--- config.mk ---
export PLATFORM = sky130hd
export DESIGN_NAME = clkcfg_wslave
export DESIGN_NICKNAME = d
export VERILOG_FILES = /design/src/rtl/clkcfg_pkg.sv /design/src/rtl/line_sync.sv /design/src/rtl/byte_engine.sv /design/src/rtl/cfg_bank.sv /design/src/rtl/clkcfg_wslave.sv
export SDC_FILE = /design/constraint.sdc
export NUM_CORES = 1
export LEC_CHECK = 0
export ABC_AREA = 1
export CAP_MARGIN = 20
export CORE_MARGIN = 2
export CORE_UTILIZATION = 55
export DETAILED_ROUTE_END_ITERATION = 10
export PLACE_DENSITY = 0.87
export SLEW_MARGIN = 10
export SYNTH_ARGS = -nofsm -noshare
export SYNTH_HDL_FRONTEND = slang
export SYNTH_SLANG_ARGS = --single-unit
--- constraint.sdc ---
create_clock -name clk -period 3.7 [get_ports clk]
set_input_delay 0.74 -clock clk [delete_from_list [all_inputs] [get_ports clk]]
set_output_delay 0.74 -clock clk [all_outputs]
set_load 0.01 [all_outputs]
--- src/rtl/clkcfg_pkg.sv ---
package clkcfg_pkg;

  localparam int NUM_REGS = 6;
  localparam int REG_W    = 8;

  typedef enum logic [2:0] {
    ST_IDLE,
    ST_RX,
    ST_ACK_WAIT,
    ST_ACK_DRV,
    ST_SKIP
  } slv_state_t;

  // power-up value of each register; reserved bits come up as 1
  function automatic logic [REG_W-1:0] reg_default(input int idx);
    if (idx == 0) return 8'hF4;
    return 8'hFF;
  endfunction

endpackage

--- src/rtl/line_sync.sv ---
module line_sync #(
  parameter int STAGES = 2
) (
  input  logic clk,
  input  logic rst,
  input  logic line_in,
  output logic lvl,
  output logic lvl_q
);

  logic [STAGES-1:0] pipe;
  logic              prev;

  always_ff @(posedge clk) begin
    if (rst) begin
      pipe <= '1;
      prev <= 1'b1;
    end else begin
      pipe <= {pipe[STAGES-2:0], line_in};
      prev <= pipe[STAGES-1];
    end
  end

  assign lvl   = pipe[STAGES-1];
  assign lvl_q = prev;

endmodule

--- src/rtl/byte_engine.sv ---
module byte_engine
  import clkcfg_pkg::*;
#(
  parameter logic [7:0] ADDR_BYTE  = 8'hD2,
  parameter int         MAX_ACK    = 10,
  parameter int         SKIP_BYTES = 2,
  parameter int         NREG       = 6,
  localparam int        IDXW       = $clog2(NREG)
) (
  input  logic            clk,
  input  logic            rst,
  input  logic            scl_rise,
  input  logic            scl_fall,
  input  logic            sda_s,
  input  logic            start_det,
  input  logic            stop_det,
  output logic            sda_pull,
  output logic            wr_en,
  output logic [IDXW-1:0] wr_idx,
  output logic [7:0]      wr_data
);

  localparam int CNTW = $clog2(MAX_ACK + 2);
  localparam logic [CNTW-1:0] FIRST_DATA = CNTW'(SKIP_BYTES + 1);
  localparam logic [CNTW-1:0] LAST_ACK   = CNTW'(MAX_ACK);
  localparam logic [CNTW-1:0] REG_CNT    = CNTW'(NREG);

  slv_state_t      state;
  logic [2:0]      bit_cnt;
  logic [6:0]      sh;
  logic [CNTW-1:0] byte_num;   // 0 = address byte

  logic [7:0]      new_byte;
  logic [CNTW-1:0] slot;
  logic            byte_ok;
  logic            store_ok;

  always_comb begin
    new_byte = {sh, sda_s};
    slot     = byte_num - FIRST_DATA;
    store_ok = (byte_num >= FIRST_DATA) && (slot < REG_CNT);
    if (byte_num == '0) byte_ok = (new_byte == ADDR_BYTE);
    else                byte_ok = (byte_num <= LAST_ACK);
  end

  always_ff @(posedge clk) begin
    if (rst) begin
      state    <= ST_IDLE;
      bit_cnt  <= '0;
      sh       <= '0;
      byte_num <= '0;
      sda_pull <= 1'b0;
      wr_en    <= 1'b0;
      wr_idx   <= '0;
      wr_data  <= '0;
    end else begin
      wr_en <= 1'b0;
      if (start_det) begin
        state    <= ST_RX;
        bit_cnt  <= '0;
        byte_num <= '0;
        sda_pull <= 1'b0;
      end else if (stop_det) begin
        state    <= ST_IDLE;
        sda_pull <= 1'b0;
      end else begin
        case (state)
          ST_RX: begin
            if (scl_rise) begin
              sh      <= new_byte[6:0];
              bit_cnt <= bit_cnt + 3'd1;
              if (bit_cnt == 3'd7) begin
                if (byte_ok) begin
                  state <= ST_ACK_WAIT;
                  if (store_ok) begin
                    wr_en   <= 1'b1;
                    wr_idx  <= slot[IDXW-1:0];
                    wr_data <= new_byte;
                  end
                end else begin
                  state <= ST_SKIP;
                end
              end
            end
          end
          ST_ACK_WAIT: begin
            if (scl_fall) begin
              sda_pull <= 1'b1;
              state    <= ST_ACK_DRV;
            end
          end
          ST_ACK_DRV: begin
            if (scl_fall) begin
              sda_pull <= 1'b0;
              state    <= ST_RX;
              bit_cnt  <= '0;
              byte_num <= byte_num + 1'b1;
            end
          end
          default: ;
        endcase
      end
    end
  end

endmodule

--- src/rtl/cfg_bank.sv ---
module cfg_bank
  import clkcfg_pkg::*;
#(
  parameter int  NREG = 6,
  parameter int  DW   = 8,
  localparam int IDXW = $clog2(NREG)
) (
  input  logic             clk,
  input  logic             rst,
  input  logic             wr_en,
  input  logic [IDXW-1:0]  wr_idx,
  input  logic [DW-1:0]    wr_data,
  output logic [NREG*DW-1:0] cfg_flat
);

  for (genvar g = 0; g < NREG; g++) begin : g_reg
    logic [DW-1:0] r;
    always_ff @(posedge clk) begin
      if (rst)
        r <= DW'(reg_default(g));
      else if (wr_en && (wr_idx == IDXW'(g)))
        r <= wr_data;
    end
    assign cfg_flat[g*DW +: DW] = r;
  end

endmodule

--- src/rtl/clkcfg_wslave.sv ---
module clkcfg_wslave
  import clkcfg_pkg::*;
#(
  parameter logic [7:0] DEV_ADDR    = 8'hD2,
  parameter int         MAX_ACK     = 10,
  parameter int         SKIP_BYTES  = 2,
  parameter int         SYNC_STAGES = 2
) (
  input  logic        clk,
  input  logic        rst,
  input  logic        scl_in,
  input  logic        sda_in,
  output logic        sda_pull,
  output logic [2:0]  fsel_sw,
  output logic        fsel_src,
  output logic [1:0]  op_mode,
  output logic [3:0]  cpu_en,
  output logic        usb48_en,
  output logic        usb24_en,
  output logic [5:0]  pci_en,
  output logic        pcif_en,
  output logic [11:0] sdram_en,
  output logic        apic_en,
  output logic [1:0]  ref_en
);

  localparam int NREG = NUM_REGS;
  localparam int IDXW = $clog2(NREG);

  logic scl_s, scl_q, sda_s, sda_q;
  logic scl_rise, scl_fall, start_det, stop_det;
  logic            wr_en;
  logic [IDXW-1:0] wr_idx;
  logic [7:0]      wr_data;
  logic [NREG*REG_W-1:0] cfg_flat;

  line_sync #(.STAGES(SYNC_STAGES)) u_scl_sync (
    .clk(clk), .rst(rst), .line_in(scl_in), .lvl(scl_s), .lvl_q(scl_q)
  );

  line_sync #(.STAGES(SYNC_STAGES)) u_sda_sync (
    .clk(clk), .rst(rst), .line_in(sda_in), .lvl(sda_s), .lvl_q(sda_q)
  );

  assign scl_rise  = scl_s & ~scl_q;
  assign scl_fall  = ~scl_s & scl_q;
  assign start_det = scl_s & scl_q & sda_q & ~sda_s;
  assign stop_det  = scl_s & scl_q & ~sda_q & sda_s;

  byte_engine #(
    .ADDR_BYTE(DEV_ADDR), .MAX_ACK(MAX_ACK),
    .SKIP_BYTES(SKIP_BYTES), .NREG(NREG)
  ) u_engine (
    .clk(clk), .rst(rst),
    .scl_rise(scl_rise), .scl_fall(scl_fall), .sda_s(sda_s),
    .start_det(start_det), .stop_det(stop_det),
    .sda_pull(sda_pull),
    .wr_en(wr_en), .wr_idx(wr_idx), .wr_data(wr_data)
  );

  cfg_bank #(.NREG(NREG), .DW(REG_W)) u_bank (
    .clk(clk), .rst(rst),
    .wr_en(wr_en), .wr_idx(wr_idx), .wr_data(wr_data),
    .cfg_flat(cfg_flat)
  );

  // field map
  assign fsel_sw  = cfg_flat[6:4];
  assign fsel_src = cfg_flat[3];
  assign op_mode  = cfg_flat[1:0];
  assign usb48_en = cfg_flat[15];
  assign usb24_en = cfg_flat[14];
  assign cpu_en   = cfg_flat[11:8];
  assign pcif_en  = cfg_flat[22];
  assign pci_en   = cfg_flat[21:16];
  assign sdram_en = {cfg_flat[35:32], cfg_flat[31:24]};
  assign apic_en  = cfg_flat[44];
  assign ref_en   = cfg_flat[41:40];

endmodule

==> impl_metrics.ini <==
[run]
maxCapViolCount = 0

[synthesis]
synth_area_leaders = dfxtp_1 (51%), nand2_1 (15%), nand3_1 (8.0%)
syn_inst = 363
synth_seq_area_share_pct = 50.9
synthTopCellsByCount = nand2_1 (113), dfxtp_1 (70), nand3_1 (44)
synth_edf_count = 0
synth_area_per_cell_um2 = 7.58
synth_flop_cell = dfxtp_1
netlist_area_um2 = 2750
synthArstFlopShare_pct = 0
yosysTopAreaCellShare_pct = 50.9
ys_seq_elements = 70
yosys_warnings = 0
yosys.area.top_type = dfxtp_1
netlist-cell-type-count = 25
synth_most_common_cell = nand2_1
syn_nets = 372

[setup_path]
worstSetupPathType = in -> reg
path_buf_inv = 3
arrival_ns = 2.70
critPathLaunchType = input port
worstPathCellList = clkdlybuf4s50_1 > clkinv_1 > buf_4 > nand3_1
critPathMaxStageDelay_ns = 0.71
cp_top_family = buffers and inverters
cp_max_fo = 32
slowest_stage = clkinv_1
worstPathRequired_ns = 4.00
crit_path_end_kind = flop

[drt]
ant_nets = 0
vias = 2416
route.detailed.drc = 0
route.final.wire_length_um = 5890
wl_per_cell_um = 12.3
viasPerCell = 5.04
drt_first_pass_iters = 4
initialDrtViolationCount = 130

[placement]
placed_cell_area_um2 = 3200
port-buffer-count = 38
gp_congestion = 0.819
dp.cells = 463
place_hpwl_um = 4060

[layout]
area_growth_pct = 22.8
fillers = 394
final_nets = 416
diodes = 0
drive_gt1_share_pct = 8.98
stdcell_count = 479
postLayoutCellArea_um2 = 3380

[power]
leakagePower_nw = 1.53
ir_worst_vdd_v = 0.000337
p_per_area_nw_per_um2 = 397
finalPower_mw = 1.34

[die]
initial_core_util_pct = 57.5
die_y_um = 74.7
core-area_um2 = 4790
io_pins = 39
fp.dieW_um = 74.7
fp.dieArea_um2 = 5580
fp-row-count = 25

[timing]
hold_viol = 0
min_period_ns = 2.39
setup_violations = 0
relSlewSlack_pct = 48.6
final.setup_skew_ns = 0.00764
slew_viol_final = 0
max_freq_mhz = 418
rsz0062_at_grt = no
tns_ns = 0
hold-worst-slack_ns = 0.422
post-route-period-util_pct = 64.7
worstMarginPinSlew_ns = 0.766

[clock_tree]
cts_resized = 0
htree_levels = 3
clk_path_buf_depth = 2
numCtsBuffers = 9
clkSlewWorstSetupHoldPaths_ns = 0.07
cts_tree = built
post-cts-setup-buffers = 0
cts_sinks = 70
clk_latency_ns = 0.36
hold_buffers = 0
cts_root_buf = clkbuf_8

[run_status]
status = completed

[global_route]
grt_pass1_wl_um = 9630
grt_pass1_vias = 2234
gr-usage-all-layers_pct = 23.1
grt_max_degree = 33
antenna_found_initial = 0
grt_overflow = 0

[worst_hold_path]
hold_class = reg -> reg
placed cells by master, fill, tap and decap left out, types with 2 or more instances in the layout:
cell and count:
inv_2 5, clkinv_4 2, nand3b_1 2, nor2_4 2, nor2_1 34, clkbuf_8 10
clkdlybuf4s50_1 38, dfxtp_1 70, nor3_2 2, a21oi_1 18, inv_1 30, ha_1 5
nand3_1 44, buf_4 2, clkinv_2 2, o21ai_0 17, or2_2 4, nand2_1 113
per-layer routing:
layer | wire, µm | track usage (%) | up-vias
met4 | 123 | 11.3 | 0
met2 | 2890 | 37.1 | 87
li1 | - | - | 1238
met1 | 2480 | 27.6 | 1078
met3 | 397 | 8.03 | 13
met5 | 0 | 0 | -
final timing paths:
check	from	endpoint	slack, ns	cells after the start
max	rst	u_bank.g_reg[1].r[7]	1.31	4
min	u_scl_sync.pipe[0]	u_scl_sync.pipe[1]	0.42	1
max reg2reg	u_engine.byte_num[0]	u_engine.wr_data[1]	1.95	9
min reg2reg	u_scl_sync.pipe[0]	u_scl_sync.pipe[1]	0.42	1
power breakdown:
group	switching, mW	total, mW	internal, mW
combinational	0.0185	0.0282	0.00971
clock	0.294	0.556	0.261
sequential	0.00187	0.758	0.757
total	0.315	1.34	1.03
state kept, by name, summed over array words and instances, names as in the netlist:
signal             cells
u_scl_sync.pipe        2
u_engine.byte_num      4
u_engine.bit_cnt       3
u_sda_sync.lvl_q       1
u_engine.state         3
u_engine.sh            7
u_engine.wr_en         1
u_sda_sync.pipe        2
u_bank.g.r            34
u_scl_sync.lvl_q       1
u_engine.sda_pull      1
u_engine.wr_idx        3
u_engine.wr_data       8
cell type report:
| type | count | area (µm²) | area share, % |
|---|---|---|---|
| clock inverter | 5 | 35.0 | 1.04 |
| sequential | 70 | 1400 | 41.5 |
| timing repair buffer | 40 | 395 | 11.7 |
| inverter | 36 | 135 | 4.00 |
| clock buffer | 11 | 141 | 4.18 |
| multi-input combinational | 250 | 1190 | 35.1 |
| tap | 67 | 83.8 | 2.48 |
stage by stage:
step,utilization [%],setup slack (ns)
3_5_place_dp,66.9,0.946
4_1_cts,70.6,1.31
2_1_floorplan,-,2.11
5_1_grt,70.6,1.16
6_report,70.6,1.31
3_3_place_gp,66.9,0.986
cell families after synthesis:
group	synth area share, %
adders and majority gates	2.27
AOI/OAI and AO/OA	7.23
DFF	50.9
and+or+nand+nor	33.7
buffers and inverters	5.91
Note: power is estimated with default switching activity, not from simulation.
